File: config.mk
export PLATFORM = sky130hd
export DESIGN_NAME = exc_vector_unit
export DESIGN_NICKNAME = d
export VERILOG_FILES = /design/src/rtl/exc_vector_unit.sv
export SDC_FILE = /design/constraint.sdc
export NUM_CORES = 1
export LEC_CHECK = 0
export CAP_MARGIN = 25
export CORE_MARGIN = 8
export CORE_UTILIZATION = 24
export DETAILED_ROUTE_END_ITERATION = 8
export SYNTH_ARGS = -nofsm -noshare
export SYNTH_HDL_FRONTEND = slang
export SYNTH_SLANG_ARGS = --single-unit
File: constraint.sdc
create_clock -name clk -period 3.7 [get_ports clk]
set_input_delay 0.555 -clock clk [delete_from_list [all_inputs] [get_ports clk]]
set_output_delay 0.555 -clock clk [all_outputs]
set_load 0.01 [all_outputs]
File: src/rtl/exc_vector_unit.sv
module exc_vector_unit #(
  parameter int SP_W = 32,
  parameter int VA_W = 32,
  parameter logic [15:0] SR_RST = 16'h2700
) (
  input  logic            clk,
  input  logic            rst_n,
  input  logic [2:0]      irq_lvl,
  input  logic            ack_valid,
  input  logic [1:0]      ack_kind,
  input  logic [7:0]      ack_vec,
  input  logic            trap_req,
  input  logic [3:0]      trap_num,
  input  logic            sr_load,
  input  logic [15:0]     sr_wr_data,
  input  logic            sp_wr_en,
  input  logic [SP_W-1:0] sp_wr_data,
  output logic            take_exc,
  output logic [7:0]      vec_num,
  output logic [VA_W-1:0] vec_addr,
  output logic [15:0]     sr_q,
  output logic [15:0]     sr_stacked,
  output logic            iack_req,
  output logic [2:0]      iack_lvl,
  output logic [SP_W-1:0] sp_q
);
  localparam int SBIT = 13;
  localparam logic [7:0] V_SPUR = 8'd24;
  localparam logic [7:0] V_TRAP = 8'd32;

  typedef enum logic [1:0] {ST_RST0, ST_RST1, ST_IDLE, ST_ACK} st_t;
  st_t state;

  logic [2:0]      lvl_prev, lvl_held;
  logic            nmi_pend;
  logic [SP_W-1:0] usp, ssp;

  wire [2:0] mask   = sr_q[10:8];
  wire       nmi_ev = (irq_lvl == 3'd7) && (lvl_prev != 3'd7);
  wire       nmi_go = nmi_pend || nmi_ev;
  wire       low_go = (irq_lvl != 3'd0) && (irq_lvl != 3'd7) && (irq_lvl > mask);
  wire       int_go = (state == ST_IDLE) && (nmi_go || low_go);
  wire [2:0] int_lv = nmi_go ? 3'd7 : irq_lvl;
  wire       trp_go = (state == ST_IDLE) && !int_go && trap_req;
  wire       ack_go = (state == ST_ACK) && ack_valid;

  logic [7:0] ack_sel;
  always_comb begin
    case (ack_kind)
      2'd0:    ack_sel = ack_vec;
      2'd1:    ack_sel = V_SPUR + {5'd0, lvl_held};
      default: ack_sel = V_SPUR;
    endcase
  end

  logic       nxt_take;
  logic [7:0] nxt_vec;
  always_comb begin
    nxt_take = 1'b0;
    nxt_vec  = vec_num;
    case (state)
      ST_RST0: begin nxt_take = 1'b1; nxt_vec = 8'd0; end
      ST_RST1: begin nxt_take = 1'b1; nxt_vec = 8'd1; end
      ST_IDLE: if (trp_go) begin nxt_take = 1'b1; nxt_vec = V_TRAP + {4'd0, trap_num}; end
      ST_ACK:  if (ack_go) begin nxt_take = 1'b1; nxt_vec = ack_sel; end
      default: ;
    endcase
  end

  always_ff @(posedge clk or negedge rst_n) begin
    if (!rst_n) begin
      state      <= ST_RST0;
      sr_q       <= SR_RST;
      sr_stacked <= SR_RST;
      take_exc   <= 1'b0;
      vec_num    <= 8'd0;
      vec_addr   <= '0;
      lvl_prev   <= 3'd0;
      lvl_held   <= 3'd0;
      nmi_pend   <= 1'b0;
    end else begin
      take_exc <= nxt_take;
      lvl_prev <= irq_lvl;
      if (nxt_take) begin
        vec_num    <= nxt_vec;
        vec_addr   <= VA_W'({nxt_vec, 2'b00});
        sr_stacked <= sr_q;
      end
      if (nmi_ev) nmi_pend <= 1'b1;
      case (state)
        ST_RST0: state <= ST_RST1;
        ST_RST1: state <= ST_IDLE;
        ST_IDLE: begin
          if (int_go) begin
            state    <= ST_ACK;
            lvl_held <= int_lv;
            if (nmi_go) nmi_pend <= 1'b0;
          end else if (trp_go) begin
            sr_q[SBIT] <= 1'b1;
          end else if (sr_load) begin
            sr_q <= sr_wr_data;
          end
        end
        ST_ACK: if (ack_go) begin
          state      <= ST_IDLE;
          sr_q[SBIT] <= 1'b1;
          sr_q[10:8] <= lvl_held;
        end
        default: state <= ST_IDLE;
      endcase
    end
  end

  always_ff @(posedge clk or negedge rst_n) begin
    if (!rst_n) begin
      usp <= '0;
      ssp <= '0;
    end else if (sp_wr_en) begin
      if (sr_q[SBIT]) ssp <= sp_wr_data;
      else            usp <= sp_wr_data;
    end
  end

  assign sp_q     = sr_q[SBIT] ? ssp : usp;
  assign iack_req = (state == ST_ACK);
  assign iack_lvl = lvl_held;
endmodule


==> run summary <==
outcome: finished clean
IO Count: 180
CP Buf/Inv Count: 2
remaining antenna violation count: 0
Cells after DPL: 802
Detailed Routing Iterations Pass 1: 4
drt drc: 0
Yosys Warn Count: 0
Hold WC Path Type: in -> async
asr flop ratio synth: 100%
Nets: 615
DR WL/cell: 16.7 µm
Initial Util: 24.4%
register area share after synthesis: 54.2%
final hold slack: 0.154 ns
Fin Clk Skew: 0.00799 ns
Post-synth EDFFs: 0
Final period util: 81.9%
Top delay family on crit path: buffers and inverters
die width: 164 µm
largest net degree at the start of global routing: 49
Hold Buf Count CTS: 0
Util after Layout: 34.9%
Post CTS Setup Buffer Count: 0
row count: 54
syn avg cell area: 13.6 µm²
CP Cell Sequence: buf_4 -> mux2_2 -> clkdlybuf4s50_1
crit-path max cell delay: 0.76 ns
clock root buffer: clkbuf_16
Synth Cell Area: 5280 µm²
slew margin rel.: 38.1%
CTS resizes: 0
final worst slack: 0.670 ns
peak supply drop: 371 µV
H-tree depth: 4
Reg clk slew, reported paths: 0.05 ns
Die Span Y: 164 µm
Most used DFF post-synth: dfrtp_1
FMAX: 330 MHz
Critical Path RT: 3.14 ns
via count: 3558
Worst setup EP type: output pin
clk sinks: 114
RSZ-0062 raised after global routing: false
RD Place Congestion: 0.795
Yosys reg bits: 114
post-detail-place hpwl: 10300 µm
Bufs on Longest Clock Path: 2
final setup TNS: 0 ns
Worst-Margin Slew: 0.925 ns
1st-iter DRT viols: 115
antenna fix cells: 0
final max-slew violation count: 0
core box area: 21700 µm²
first-pass GRT wire length: 22000 µm
type of the worst setup path: reg -> out
critical path's slowest cell: dfstp_2
final setup fails: 0
vias in the first global route: 4018
Gate Count Post-Synth: 387
final WL: 13900 µm
leakage: 3.16 nW
GR Util All Layers: 10.5%
min Tclk post-route: 3.03 ns
Yosys cell types: 45
CTS tree: yes
Layout Cells excl Fill: 833
CP Launch Type: flop
CTS buffer count: 17
die area: 27000 µm²
# fillers: 2091
layout cell share with drive strength beyond 1: 32.9%
Place WS: 0.574 ns
Final Hold Fails: 0
# port buffers: 155
critical-path maximum fanout: 24
Overflow after GRT: 0
drt via density: 4.27
worst endpoint data arrival time: 2.47 ns
Max Cap Viol: 0
worst skew pair latency: 0.40 ns
initial antenna violation count: 0
P per Cell Area: 791 nW/µm²
Area growth syn-to-layout: 43.1%
==> registers in the layout, summed over array words and instances, names as in the netlist <==
| name | count |
|---|---|
| usp | 32 |
| sr_q | 16 |
| nmi_pend | 1 |
| take_exc | 1 |
| ssp | 32 |
| state | 2 |
| iack_lvl | 3 |
| lvl_prev | 3 |
| sr_stacked | 16 |
| vec_addr | 8 |
==> power by group <==
part | switching, mW | total, mW | internal, mW | leakage, nW
registers | 0.354 | 2.14 | 1.79 | 1.34
logic | 0.923 | 2.40 | 1.48 | 1.56
clock network | 0.529 | 1.44 | 0.914 | 0.266
==> metal layers <==
metal / vias up / global-route usage (%) / wire (µm)
li1: 1620 / - / -
met1: 1789 / 12.7 / 6050
met2: 133 / 16.1 / 6240
met3: 16 / 4.54 / 1330
met4: 0 / 4.59 / 255
met5: - / 0 / 0
==> layout make-up <==
class | count | area (µm²) | area share, %
Tap cell | 280 | 350 | 4.63
Clock buffer | 25 | 495 | 6.56
Multi-Input combinational cell | 238 | 2170 | 28.7
Clock inverter | 6 | 30.0 | 0.397
Sequential cell | 114 | 2860 | 37.9
Inverter | 8 | 30.0 | 0.397
Timing Repair Buffer | 162 | 1620 | 21.5
==> kinds of logic (layout without fill, tap and decap cells) <==
kind of cell	count (synthesis)	after routing	share of synthesized area, %
compound gates	28	28	4.43
buf+inv	58	201	6.56
fa+ha+maj	3	3	0.711
mux	136	136	29.4
flops	114	114	54.2
simple gates	47	47	4.67
other cells	1	24	0.0710
==> synth_stat cells (3+ instances only) <==
cell type  instances  share of area [%]
a22oi_1            3               0.43
buf_1              9               0.64
buf_4             32                4.5
clkbuf_1           7               0.50
dfrtp_1          106                 50
dfstp_2            8                4.0
ha_1               3               0.71
inv_1              8               0.57
mux2_2           119                 25
mux2_4             8                2.3
mux2i_1            9                1.7
nand2_1           12               0.85
nand2b_1           3               0.36
nand3_1            6               0.57
nor2_1             8               0.57
nor2b_1            4               0.47
o21a_1             3               0.43
o21ai_0            4               0.38
==> final timing paths <==
kind | start | to | slack, ns | cells after the start
worst max-delay path | sr_q[13] | sp_q[19] | 0.67 | 3
worst min-delay path | rst_n | usp[8] | 0.15 | 1
worst max register to register | sr_q[9] | sr_q[3] | 1.08 | 7
worst min register to register | ssp[19] | ssp[19] | 0.50 | 1
max in group asynchronous | rst_n | sr_stacked[2] | 2.63 | 3
min in group clk | ssp[19] | ssp[19] | 0.50 | 1
==> per-stage QoR <==
| step | power [mW] | instance area (µm²) |
|---|---|---|
| final | 5.98 | 7560 |
| after global routing | 6.37 | 7560 |
| after CTS | 6.09 | 7560 |
| after detailed placement | 4.59 | 7030 |
| after global placement | 4.53 | 7010 |
| after floorplan | 3.41 | 5370 |
==> layout by cell type (no fill, tap or decap), types with 3 or more instances in the layout <==
| cell type | count |
|---|---|
| mux2i_1 | 9 |
| a22oi_1 | 3 |
| clkbuf_8 | 4 |
| clkbuf_16 | 17 |
| o21ai_0 | 4 |
| clkbuf_1 | 4 |
| dfstp_2 | 8 |
| buf_4 | 7 |
| nand3_1 | 6 |
| nand2_1 | 11 |
| o21a_1 | 3 |
| nor2b_1 | 3 |
| inv_1 | 8 |
| mux2_2 | 119 |
| ha_1 | 3 |
| nand2b_1 | 3 |
| mux2_4 | 8 |
| conb_1 | 24 |
| clkinv_2 | 6 |
| dfrtp_1 | 106 |
| nor2_1 | 8 |
| clkdlybuf4s50_1 | 154 |
Note: power is estimated with default switching activity, not from simulation.
